`src/rtl/ctxid_pkg.sv`:
```
package ctxid_pkg;

    localparam int unsigned DATA_W    = 32;
    localparam int unsigned ASID_W    = 8;
    localparam int unsigned PROC_W    = DATA_W - ASID_W;
    localparam int unsigned NUM_BANKS = 2;
    localparam int unsigned OP1_W     = 3;
    localparam int unsigned CR_W      = 4;
    localparam int unsigned OP2_W     = 3;

    localparam logic [OP1_W-1:0] SEL_OP1 = 3'd0;
    localparam logic [CR_W-1:0]  SEL_CRN = 4'd13;
    localparam logic [CR_W-1:0]  SEL_CRM = 4'd0;
    localparam logic [OP2_W-1:0] SEL_OP2 = 3'd1;

    typedef enum logic [0:0] {
        BANK_NS = 1'b0,
        BANK_S  = 1'b1
    } bank_e;

    typedef struct packed {
        logic [PROC_W-1:0] proc_id;
        logic [ASID_W-1:0] asid;
    } ctxid_t;

    typedef struct packed {
        logic  fault;
        logic  wr_ok;
        logic  rd_ok;
        bank_e bank;
    } acc_cls_t;

    function automatic logic sel_match(
        input logic [OP1_W-1:0] op1,
        input logic [CR_W-1:0]  crn,
        input logic [CR_W-1:0]  crm,
        input logic [OP2_W-1:0] op2
    );
        return (op1 == SEL_OP1) && (crn == SEL_CRN) &&
               (crm == SEL_CRM) && (op2 == SEL_OP2);
    endfunction

endpackage

```
`src/rtl/ctxid_decode.sv`:
```
module ctxid_decode
    import ctxid_pkg::*;
(
    input  logic             acc_valid,
    input  logic             acc_wr,
    input  logic [OP1_W-1:0] acc_op1,
    input  logic [CR_W-1:0]  acc_crn,
    input  logic [CR_W-1:0]  acc_crm,
    input  logic [OP2_W-1:0] acc_op2,
    input  logic             priv,
    input  logic             secure,
    output acc_cls_t         cls
);
    logic hit;

    always_comb begin
        hit       = acc_valid && sel_match(acc_op1, acc_crn, acc_crm, acc_op2);
        cls.fault = hit && !priv;
        cls.wr_ok = hit && priv && acc_wr;
        cls.rd_ok = hit && priv && !acc_wr;
        cls.bank  = secure ? BANK_S : BANK_NS;
    end
endmodule

```
`src/rtl/ctxid_bank.sv`:
```
module ctxid_bank
    import ctxid_pkg::*;
(
    input  logic                       clk,
    input  logic                       rst,
    input  logic                       we,
    input  bank_e                      sel,
    input  ctxid_t                     wdata,
    output ctxid_t [NUM_BANKS-1:0]     q
);
    for (genvar b = 0; b < NUM_BANKS; b++) begin : g_bank
        ctxid_t r;
        always_ff @(posedge clk) begin
            if (rst)
                r <= '0;
            else if (we && (int'(sel) == b))
                r <= wdata;
        end
        assign q[b] = r;

        // a write lands only in the copy it selected
        a_r2_write_lands: assert property (@(posedge clk) disable iff (rst)
            (we && int'(sel) == b) |=> (q[b] == $past(wdata)));
        a_r3_other_kept: assert property (@(posedge clk) disable iff (rst)
            !(we && int'(sel) == b) |=> $stable(q[b]));
    end
endmodule

```
`src/rtl/ctxid_reg_banked.sv`:
```
module ctxid_reg_banked
    import ctxid_pkg::*;
(
    input  logic              clk,
    input  logic              rst,
    input  logic              acc_valid,
    input  logic              acc_wr,
    input  logic [2:0]        acc_op1,
    input  logic [3:0]        acc_crn,
    input  logic [3:0]        acc_crm,
    input  logic [2:0]        acc_op2,
    input  logic [31:0]       acc_wdata,
    input  logic              priv,
    input  logic              secure,
    output logic [31:0]       rd_data_o,
    output logic              undef_o,
    output logic              flush_o,
    output logic [7:0]        asid_o
);
    acc_cls_t               cls;
    ctxid_t [NUM_BANKS-1:0] q;
    ctxid_t                 sel_q;
    logic                   flush_q;

    ctxid_decode u_dec (
        .acc_valid (acc_valid),
        .acc_wr    (acc_wr),
        .acc_op1   (acc_op1),
        .acc_crn   (acc_crn),
        .acc_crm   (acc_crm),
        .acc_op2   (acc_op2),
        .priv      (priv),
        .secure    (secure),
        .cls       (cls)
    );

    ctxid_bank u_bank (
        .clk   (clk),
        .rst   (rst),
        .we    (cls.wr_ok),
        .sel   (cls.bank),
        .wdata (ctxid_t'(acc_wdata)),
        .q     (q)
    );

    always_ff @(posedge clk) begin
        if (rst)
            flush_q <= 1'b0;
        else
            flush_q <= cls.wr_ok;
    end

    always_comb begin
        sel_q     = q[cls.bank];
        rd_data_o = cls.rd_ok ? DATA_W'(sel_q) : '0;
        undef_o   = cls.fault;
        flush_o   = flush_q;
        asid_o    = sel_q.asid;
    end

    // a refused access leaves both copies as they were
    a_r4_fault_keeps_banks: assert property (@(posedge clk) disable iff (rst)
        undef_o |=> $stable(q));
    // flush follows an accepted write, and only such a write
    a_r5_flush_after_write: assert property (@(posedge clk) disable iff (rst)
        cls.wr_ok |=> flush_o);
    a_r5_flush_has_cause: assert property (@(posedge clk) disable iff (rst)
        flush_o |-> $past(cls.wr_ok));
    // a refused write never flushes
    a_r5_no_flush_on_fault: assert property (@(posedge clk) disable iff (rst)
        (undef_o && acc_wr) |=> !flush_o);
    // read data stays zero without a granted read
    a_r9_rdata_idle_zero: assert property (@(posedge clk) disable iff (rst)
        !(acc_valid && !acc_wr && priv) |-> (rd_data_o == '0));
    // no refusal without the exact selector match
    a_r1_undef_needs_match: assert property (@(posedge clk) disable iff (rst)
        undef_o |-> (acc_valid && acc_crn == 4'd13 && acc_op2 == 3'd1));
endmodule

```
`config.mk`:
```
export PLATFORM = sky130hd
export DESIGN_NAME = ctxid_reg_banked
export DESIGN_NICKNAME = d
export VERILOG_FILES = /design/src/rtl/ctxid_pkg.sv /design/src/rtl/ctxid_decode.sv /design/src/rtl/ctxid_bank.sv /design/src/rtl/ctxid_reg_banked.sv
export SDC_FILE = /design/constraint.sdc
export NUM_CORES = 1
export LEC_CHECK = 0
export ABC_CLOCK_PERIOD_IN_PS = 1200
export BUFFER_PORTS_ARGS = -buffer_cell sky130_fd_sc_hd__buf_2
export CORE_UTILIZATION = 40
export DETAILED_ROUTE_END_ITERATION = 8
export PLACE_DENSITY_LB_ADDON = 0.15
export SLEW_MARGIN = 10
export SYNTH_ARGS = -nofsm -noshare
export SYNTH_HDL_FRONTEND = slang
export SYNTH_SLANG_ARGS = --single-unit
export TNS_END_PERCENT = 100
```
`constraint.sdc`:
```
create_clock -name clk -period 1.2 [get_ports clk]
set_input_delay 0.06 -clock clk [delete_from_list [all_inputs] [get_ports clk]]
set_output_delay 0.06 -clock clk [all_outputs]
set_load 0.1 [all_outputs]
```
==> results.md, run 1 <==
- CP Max Fanout: 7
- Total number of vias: 3513
- M1 GR Usage: 30.7%
- Die ar.: 8560 um^2
- Starting Density: 41.8%
- H-tree Lvls: 3
- Mapped Area: 3280 um^2
- Post-DR vias/cell: 5.76
- Power, Total: 4.23 mW
- Pint: 3.18 mW
- Register area share after synthesis: 39.7%
- Final Util: 73.2%
- Power Dens Cells: 736 nW/um^2
- Post-layout min period: 1.68 ns
- Max Slew Vio Count: 0
- Placer Congestion: 0.767
- Final period util: 140%
- Hold Path Stages: 3
- Rows: 32
- Worst Setup SP: acc_op1[2]
- Slew @ Worst Pin: 0.483 ns
- First-pass iteration count of the detailed router: 4
- Yosys cell types: 27
- Syn avg cell area: 8.56 um^2
- Cells after Synth: 383
- Worst hold start: acc_wdata[1]
- Met2 Usage GRT: 40.2%
- Net Count, Synth: 435
- CTS tree: built
- Antenna viol nets, final: 0
- Failing checks: negative setup slack
- Setup_tns: -31.94 ns
- Die H: 92.5 um
- GRT Total Usage: 24.0%
- Drt total wl: 10.7 mm
- Worst skew pair latency: 0.32 ns
- Top Ports: 94
- Post-DP HPWL: 5.99 mm
- GRT Residual Overflow: 0
- CP endpoint kind: output port
- Yosys reg bits: 65
- Reg2reg end: u_bank.q[32]
- RSZ-0062 raised after global routing: yes
- VDD IR max: 0.456 mV
- Switching Share: 24.9%
- Worst r2r src: u_bank.q[32]
- PortBufs: 93
- DR WL/cell: 17.5 um
- P_sw: 1.05 mW
- Die W: 92.5 um
- Worst EP arrival: 1.62 ns
- Max_cap viols: 0
- Final Hold Vio Count: 0
- Core footprint: 7850 um^2
- Area grow syn2layout: 75.1%
- Largest net degree at the start of global routing: 43
- Reg2reg path depth: 3
- Setup WS pre-CTS: -0.461 ns
- Post-layout nets: 556
- Total of warnings raised by yosys: 0
- Worst Skew: 0 ns
- Min-Delay Endpoint: u_bank.q[33]
- Clock buffer depth: 2
- Seq pwr share: 51.0%
- Grt peak-use layer: met2
- DR iter-0 viols: 170
- Worst setup SP type: primary input
- N_diodes: 0
- Clock group share of total power: 37.4%
- Clock root buffer: clkbuf_8
- # DRC: 0
- PnR worst setup slack: -0.483 ns
- Fill count: 563
- Number of global-route vias before repair: 3289
- Kind of critical path: primary input to output port
- First-pass GRT wire length: 16.3 mm
- Met3 usage: 4.43%
- Fraction of layout cells with a size suffix above 1: 52.2%
- Logic pwr share: 11.6%
- Clock Sinks: 65
- Reg2Reg Setup Slack: 0.49 ns
- Status: complete, but fails checks
- Setup violators final: 101
- Max Fclk: 594 MHz
- Leakage: 2.00 nW
- Initial antenna violation count: 0
- Hold crit path type: primary input to flip-flop
- Max_slew headroom: 68.0%
- CTS clk-pin slew, worst paths: 0.06 ns
- Req. time, crit path: 1.14 ns
- Num CTS Buffers: 9
==> flip-flops by register name, indices dropped and copies added, names as in the netlist <==
register,cells
flush_o,1
u_bank.q,64
==> cell families (layout without fill, tap and decap cells) <==
kind of cell | after synthesis | after routing | share of synthesized area, %
buffers and inverters | 49 | 174 | 6.98
and+or+nand+nor | 109 | 109 | 23.7
muxes | 32 | 32 | 10.1
AOI/OAI and AO/OA | 128 | 128 | 19.5
DFF | 65 | 65 | 39.7
==> worst max-delay path, cell delays in order <==
cell,delay [ns]
buf_6,0.09
nor4b_4,0.29
nand4_2,0.16
or3b_4,0.49
clkbuf_16,0.22
nor2_4,0.12
buf_12,0.18
==> through the flow <==
stage	std cells	hold slack (ns)	instance area (um^2)
6_report	610	0.00418	5740
3_3_place_gp	559	0.334	4860
2_1_floorplan	383	0.199	3510
5_1_grt	610	0.00806	5740
4_1_cts	600	0.000280	5410
3_5_place_dp	559	0.338	4860
==> power groups by stage <==
stage	logic, mW	clock network (mW)	registers (mW)
after floorplan	0.170	0	2.21
final	0.491	1.58	2.16
after CTS	0.464	1.60	2.16
after global placement	0.399	0	2.21
after detailed placement	0.402	0	2.21
after global routing	0.519	1.71	2.15
==> routing by layer <==
layer	share of wire [%]	vias to the layer above
met5	0	-
met4	1.7	0
met2	50	139
li1	-	1677
met1	42	1682
met3	6.3	15
==> worst max-delay path by stage <==
stage | to | slack (ns) | depth (start not counted)
2_1_floorplan | rd_data_o[2] | -0.52 | 6
3_3_place_gp | rd_data_o[7] | -0.41 | 7
3_5_place_dp | rd_data_o[7] | -0.46 | 7
4_1_cts | rd_data_o[7] | -0.45 | 7
5_1_grt | undef_o | -0.52 | 11
6_report | rd_data_o[29] | -0.48 | 7
==> repair_timing <==
action,4_1_cts,5_1_grt
hold buffers,17,1
gates resized for setup,89,65
setup endpoints to repair,38,105
gates cloned,2,2
pin swaps,1,3
setup buffers,7,7
endpoints found under the hold margin,17,1
==> synth_stat cells (all sizes together) <==
cell     n  area (um^2)
dfxtp   65         1300
a21oi   64          320
o21ai   64          320
clkbuf  33          124
nand4   33          213
nand4b  32          280
nor2    26          113
mux2i   24          240
buf     16          105
mux2     8         90.1
nor2b    8         70.1
nand3b   2         15.0
nor4b    2         38.8
and2     1         6.26
and4     1         8.76
and4bb   1         12.5
nand3    1         5.00
nor3b    1         7.51
or3b     1         8.76
==> area by class of cell <==
type / count / area, um^2 / share of cell area, %
tap: 102 / 128 / 2.22
multi-input combinational: 269 / 2200 / 38.4
timing repair buffer: 159 / 1930 / 33.6
clock inverter: 4 / 20.0 / 0.349
sequential: 65 / 1320 / 22.9
clock buffer: 11 / 141 / 2.46
==> placed cells by master (no fill, tap or decap), drive strengths merged, types with 2 or more instances in the layout <==
cell         Yosys  layout
nor4b            2       2
buf             16     138
mux2i           24      24
clkbuf          33      13
a21oi           64      64
nor2b            8       8
nand3b           2       2
dlygate4sd3      0      18
clkinv           0       4
nand4b          32      32
nand4           33      33
dfxtp           65      65
nor2            26      26
o21ai           64      64
mux2             8       8
Power figures use the tool's default switching activity.
==> inputs of run 2 (changes only) <==
--- a/config.mk
+++ b/config.mk
@@ -5,7 +5,7 @@
 export SDC_FILE = /design/constraint.sdc
 export NUM_CORES = 1
 export LEC_CHECK = 0
-export ABC_CLOCK_PERIOD_IN_PS = 1200
+export ABC_CLOCK_PERIOD_IN_PS = 1600
 export BUFFER_PORTS_ARGS = -buffer_cell sky130_fd_sc_hd__buf_2
 export CORE_UTILIZATION = 40
 export DETAILED_ROUTE_END_ITERATION = 8
==> constraint.sdc (replaced) <==
create_clock -name clk -period 1.6 [get_ports clk]
set_input_delay 0.08 -clock clk [delete_from_list [all_inputs] [get_ports clk]]
set_output_delay 0.08 -clock clk [all_outputs]
set_load 0.1 [all_outputs]
==> results.md, run 2 (synthesis gave the netlist of run 1 again) <==
- Post-CTS Setup Repair Bufs: 0 (was 7)
- Post-layout nets: 509 (was 556)
- Clock Sinks: 65 (unchanged)
- Final Hold Vio Count: 0 (unchanged)
- Area occupied by multi-input gates: 1980 um^2 (was 2200 um^2)
- Fill count: 675 (was 563)
- CP Max Fanout: 15 (was 7)
- Placer Congestion: 0.759 (was 0.767)
- Area grow syn2layout: 50.6% (was 75.1%)
- CTS clk-pin slew, worst paths: 0.07 ns (was 0.06 ns)
- Leakage: 1.65 nW (was 2.00 nW)
- DR WL/cell: 16.1 um (was 17.5 um)
- Seq pwr share: 51.5% (was 51.0%)
- Fraction of layout cells with a size suffix above 1: 37.4% (was 52.2%)
- Grt peak-use layer: met2 (unchanged)
- Drt total wl: 9.10 mm (was 10.7 mm)
- Met2 Usage GRT: 35.2% (was 40.2%)
- Clock root buffer: clkbuf_8 (unchanged)
- Worst setup SP type: primary input (unchanged)
- Kind of critical path: primary input to output port (unchanged)
- CTS tree: built (unchanged)
- H-tree Lvls: 3 (unchanged)
- Post-layout min period: 1.68 ns
- Switching Share: 24.1% (was 24.9%)
- Most frequent cells in the layout: 65 x dfxtp_1, 64 x o21ai_0, 64 x a21oi_1 (was 62 x a21oi_1, 55 x buf_12, 52 x dfxtp_1)
- P_sw: 0.755 mW (was 1.05 mW)
- Total number of vias: 3310 (was 3513)
- Commonest non-fill, non-tap cell in the layout: dfxtp_1 (was a21oi_1)
- Flip-flop and latch area: 1300 um^2 (was 1320 um^2)
- Post-DR vias/cell: 5.87 (was 5.76)
- Num CTS Buffers: 9 (unchanged)
- Crit path top cell by count: buf_12
- Post-CTS Hold Buffers: 0 (was 17)
- DP Area: 4710 um^2 (was 4860 um^2)
- Setup_tns: -1.71 ns (was -31.94 ns)
- Top Ports: 94 (unchanged)
- First-pass iteration count of the detailed router: 4 (unchanged)
- Die W: 92.5 um (unchanged)
- Clock group share of total power: 39.6% (was 37.4%)
- Setup violators final: 32 (was 101)
- First-pass GRT wire length: 15.1 mm (was 16.3 mm)
- Rows: 32 (unchanged)
- Pint: 2.38 mW (was 3.18 mW)
- RSZ-0062 raised after global routing: yes (unchanged)
- Crit path largest cell delay: 0.46 ns (was 0.49 ns)
- Critical path, cell by cell: buf_2, nor3b_1, nand4_2, or3b_4, buf_12, nor2b_4, buf_12 (was buf_6, nor4b_4, nand4_2, or3b_4, clkbuf_16, nor2_4, buf_12)
- Core footprint: 7850 um^2 (unchanged)
- Failing checks: negative setup slack (unchanged)
- Initial antenna violation count: 0 (unchanged)
- Status: complete, but fails checks (unchanged)
- # DRC: 0 (unchanged)
- Reg2Reg Setup Slack: 0.94 ns (was 0.49 ns)
- Max Fclk: 594 MHz
- PortBufs: 93 (unchanged)
- GRT Residual Overflow: 0 (unchanged)
- Largest register FFs: 64 (unchanged)
- Max Slew Vio Count: 0 (unchanged)
- GRT Total Usage: 22.0% (was 24.0%)
- Hold crit path type: primary input to flip-flop (unchanged)
- Max_cap viols: 0 (unchanged)
- Post-DP HPWL: 5.88 mm (was 5.99 mm)
- Finished Cell Area: 4940 um^2 (was 5740 um^2)
- Worst Skew: 0 ns (unchanged)
- Die H: 92.5 um (unchanged)
- Power Dens Cells: 636 nW/um^2 (was 736 nW/um^2)
- Logic pwr share: 8.9% (was 11.6%)
- Critical-path top delay cell: or3b_4 (unchanged)
- PnR worst setup slack: -0.0847 ns (was -0.483 ns)
- Antenna viol nets, final: 0 (unchanged)
- Req. time, crit path: 1.52 ns (was 1.14 ns)
- Largest net degree at the start of global routing: 67 (was 43)
- Number of global-route vias before repair: 3153 (was 3289)
- Slew @ Worst Pin: 0.588 ns (was 0.483 ns)
- Starting Density: 41.8% (unchanged)
- Worst EP arrival: 1.60 ns (was 1.62 ns)
- M1 GR Usage: 28.5% (was 30.7%)
- N_diodes: 0 (unchanged)
- Max_slew headroom: 60.8% (was 68.0%)
- Worst skew pair latency: 0.33 ns (was 0.32 ns)
- DR iter-0 viols: 208 (was 170)
- Die ar.: 8560 um^2 (unchanged)
- Clock buffer depth: 2 (unchanged)
- CP endpoint kind: output port (unchanged)
- VDD IR max: 0.338 mV (was 0.456 mV)
- Met3 usage: 3.86% (was 4.43%)
- Final period util: 105%
==> run 2: critical path, delay by kind of cell <==
kind / cells / cell delay (ns)
buffers and inverters: 3 / 0.48
AND/OR/NAND/NOR: 4 / 1.03
==> run 2: layer usage <==
layer  wire, um  vias to the layer above
li1           -                     1560
met1       3950                     1615
met2       4430                      118
met3        488                       17
met4        227                        0
met5          0                        -
==> run 2: worst paths after layout <==
kind | start | to | cells after the start
min | acc_wdata[26] | u_bank.q[58] | 3
max | acc_op2[2] | rd_data_o[7] | 7
max reg2reg | u_bank.q[20] | u_bank.q[20] | 2
min reg2reg | u_bank.q[7] | u_bank.q[7] | 2
==> run 2: per-stage QoR <==
stage,hold WS [ns],setup WS [ns],power (mW),instances,utilization [%]
after global placement,0.354,-0.0536,1.92,547,60.0
after CTS,0.00421,-0.0920,3.16,564,62.9
after global routing,0.0178,-0.162,3.25,564,62.9
final,0.0164,-0.0847,3.14,564,62.9
after floorplan,0.219,-0.156,1.78,383,-
after detailed placement,0.358,-0.0889,1.92,547,60.0
==> run 2: power groups by stage <==
stage          clock network, mW  logic (mW)  registers (mW)
3_3_place_gp                   0       0.264            1.65
6_report                    1.24       0.278            1.62
4_1_cts                     1.27       0.275            1.62
2_1_floorplan                  0       0.127            1.65
3_5_place_dp                   0       0.268            1.65
5_1_grt                     1.33       0.297            1.62
==> run 2: cell type report <==
class | count | share of cell area, %
Clock inverter | 2 | 0.253
Clock buffer | 14 | 3.29
Sequential cell | 65 | 26.3
Multi-Input combinational cell | 269 | 40.0
Timing Repair Buffer | 112 | 27.5
Tap cell | 102 | 2.58
==> run 2: repair_timing <==
action	CTS	global route
pin swaps	1	0
setup endpoints to repair	32	32
cloned	1	0
gates resized for setup	5	0
==> inputs of run 3 (changes only) <==
--- a/config.mk
+++ b/config.mk
@@ -5,8 +5,10 @@
 export SDC_FILE = /design/constraint.sdc
 export NUM_CORES = 1
 export LEC_CHECK = 0
-export ABC_CLOCK_PERIOD_IN_PS = 1600
+export ABC_CLOCK_PERIOD_IN_PS = 1800
 export BUFFER_PORTS_ARGS = -buffer_cell sky130_fd_sc_hd__buf_2
+export CAP_MARGIN = 5
+export CORE_ASPECT_RATIO = 0.75
 export CORE_UTILIZATION = 40
 export DETAILED_ROUTE_END_ITERATION = 8
 export PLACE_DENSITY_LB_ADDON = 0.15
==> constraint.sdc (replaced) <==
create_clock -name clk -period 1.8 [get_ports clk]
set_input_delay 0.09 -clock clk [delete_from_list [all_inputs] [get_ports clk]]
set_output_delay 0.09 -clock clk [all_outputs]
set_load 0.1 [all_outputs]
==> results.md, run 3 (synthesis gave the netlist of run 1 again) <==
- Post-layout min period: 1.73 ns
- Post-CTS Setup Repair Bufs: 0 (unchanged)
- Final period util: 95.9%
- GRT Residual Overflow: 0 (unchanged)
- Family with the most delay on the worst path: simple AND/OR/NAND/NOR gates (unchanged)
- Switching Share: 24.9% (was 24.1%)
- Leakage: 1.65 nW (about the same)
- Die W: 107 um (was 92.5 um)
- Buf+Inv Stages, Crit Path: 3 (unchanged)
- Post-DP HPWL: 5.80 mm (was 5.88 mm)
- Clock group share of total power: 42.1% (was 39.6%)
- Req. time, crit path: 1.71 ns (was 1.52 ns)
- Die ar.: 8570 um^2 (was 8560 um^2)
- Num CTS Buffers: 9 (unchanged)
- Antenna viol nets, final: 0 (unchanged)
- Setup_tns: 0 ns (was -1.71 ns)
- Worst hold slack: 0.0174 ns (was 0.0164 ns)
- Crit path largest cell delay: 0.43 ns (was 0.46 ns)
- Fraction of layout cells with a size suffix above 1: 37.6% (was 37.4%)
- Core footprint: 7920 um^2 (was 7850 um^2)
- Area grow syn2layout: 47.5% (was 50.6%)
- CTS tree: built (unchanged)
- Critical path, cell by cell: buf_2, nor4b_2, nand4_2, or3b_4, buf_12, nor2_2, buf_12 (was buf_2, nor3b_1, nand4_2, or3b_4, buf_12, nor2b_4, buf_12)
- Clock Sinks: 65 (unchanged)
- Crit path top cell by count: buf_12 (unchanged)
- DR WL/cell: 15.5 um (was 16.1 um)
- RSZ-0062 raised after global routing: no (was yes)
- Setup violators final: 0 (was 32)
- Final Hold Vio Count: 0 (unchanged)
- Power Dens Cells: 600 nW/um^2 (was 636 nW/um^2)
- Largest net degree at the start of global routing: 67 (unchanged)
- Placer Congestion: 0.717 (was 0.759)
- Commonest non-fill, non-tap cell in the layout: dfxtp_1 (unchanged)
- Rows: 28 (was 32)
- Top Ports: 94 (unchanged)
- Max_cap viols: 0 (unchanged)
- CP Max Fanout: 19 (was 15)
- CP endpoint kind: output port (unchanged)
- Starting Density: 41.4% (was 41.8%)
- Hold Path Stages: 3 (unchanged)
- Crit. path cell count: 7 (unchanged)
- Total number of vias: 3231 (was 3310)
- Max Fclk: 579 MHz
- DR iter-0 viols: 180 (was 208)
- Kind of critical path: primary input to output port (unchanged)
- Reg2reg path depth: 2 (unchanged)
- Worst setup SP type: primary input (unchanged)
- Slew @ Worst Pin: 0.590 ns (was 0.588 ns)
- Largest register FFs: 64 (unchanged)
- VDD IR max: 0.447 mV (was 0.338 mV)
- Status: finished, final reports clean (was complete, but fails checks)
- Post-DR vias/cell: 5.66 (was 5.87)
- Max Slew Vio Count: 0 (unchanged)
- Max_slew headroom: 60.6% (was 60.8%)
- N_diodes: 0 (unchanged)
- Drt total wl: 8.87 mm (was 9.10 mm)
- Hold crit path type: primary input to flip-flop (unchanged)
- Die H: 80.4 um (was 92.5 um)
- Pint: 2.18 mW (was 2.38 mW)
- Worst skew pair latency: 0.33 ns (about the same)
- Clock buffer depth: 2 (unchanged)
- Most frequent cells in the layout: 65 x dfxtp_1, 64 x o21ai_0, 64 x a21oi_1 (unchanged)
- H-tree Lvls: 3 (unchanged)
- Seq pwr share: 49.5% (was 51.5%)
- Logic pwr share: 8.4% (was 8.9%)
- Worst EP arrival: 1.64 ns (was 1.60 ns)
- Number of global-route vias before repair: 2933 (was 3153)
- Initial antenna violation count: 0 (unchanged)
- CTS clk-pin slew, worst paths: 0.08 ns (was 0.07 ns)
- # DRC: 0 (unchanged)
- Critical-path top delay cell: or3b_4 (unchanged)
- Fill count: 695 (was 675)
- Post-layout nets: 513 (was 509)
- Worst Skew: 0 ns (unchanged)
- GRT Total Usage: 21.4% (was 22.0%)
- First-pass iteration count of the detailed router: 5 (was 4)
- First-pass GRT wire length: 14.4 mm (was 15.1 mm)
- Clock root buffer: clkbuf_8 (unchanged)
- PortBufs: 93 (unchanged)
- P_sw: 0.723 mW (was 0.755 mW)
==> run 3: cell types whose count changed in the layout (fill, tap and decap cells not counted), sizes merged <==
cell         change
clkinvlp         +2
buf              -2
bufinv           +1
dlygate4sd3      +6
clkbuf           -5
clkinv           +2
==> run 3: worst paths after layout <==
path | from | end | slack (ns)
max reg2reg | u_bank.q[49] | u_bank.q[49] | 1.15
max | acc_op1[2] | rd_data_o[13] | 0.07
min reg2reg | u_bank.q[23] | u_bank.q[23] | 0.47
min | acc_wdata[25] | u_bank.q[57] | 0.02
==> run 3: what timing repair did <==
action | CTS | global route
gates resized for setup | 1 | 5
pin swaps | 0 | 1
endpoints found under the setup margin | 32 | 24
hold endpoints to repair | 6 | 0
hold buffers | 6 | 0
==> run 3: area by class of cell <==
class	count	area [um^2]	share of cell area, %
Multi-Input combinational cell	269	1840	38.0
Timing Repair Buffer	116	1370	28.4
Sequential cell	65	1300	26.9
Tap cell	105	131	2.72
Clock buffer	9	124	2.56
Clock inverter	7	71.3	1.47
==> run 3: worst reg2reg max path, delay by kind of cell (launching register included) <==
family         cells  cell delay (ns)
AO/OA/AOI/OAI      2             0.24
flip-flops         1             0.33
==> run 3: stage by stage <==
stage / instances / setup WS (ns) / cell area [um^2] / util [%] / power, mW
6_report: 571 / 0.0739 / 4840 / 61.1 / 2.90
3_5_place_dp: 549 / -0.0755 / 4550 / 57.5 / 1.70
3_3_place_gp: 549 / -0.0513 / 4550 / 57.5 / 1.70
2_1_floorplan: 383 / -0.307 / 3340 / - / 1.58
4_1_cts: 571 / 0.0254 / 4810 / 60.8 / 2.93
5_1_grt: 571 / 0.00150 / 4840 / 61.1 / 3.00
==> run 3: power by group through the flow <==
| stage | Sequential [mW] | Combinational, mW | Clock, mW |
|---|---|---|---|
| floorplan | 1.47 | 0.112 | 0 |
| global placement | 1.47 | 0.232 | 0 |
| detailed placement | 1.47 | 0.231 | 0 |
| CTS | 1.44 | 0.243 | 1.25 |
| global route | 1.44 | 0.264 | 1.30 |
| finish | 1.44 | 0.245 | 1.22 |
==> run 3: metal layers <==
metal | GRT usage [%] | routed length, um | share of wire, %
met1 | 28.6 | 4120 | 46
met2 | 34.5 | 4170 | 47
met3 | 5.03 | 549 | 6.2
met4 | 5.75 | 24 | 0.27
met5 | 0 | 0 | 0
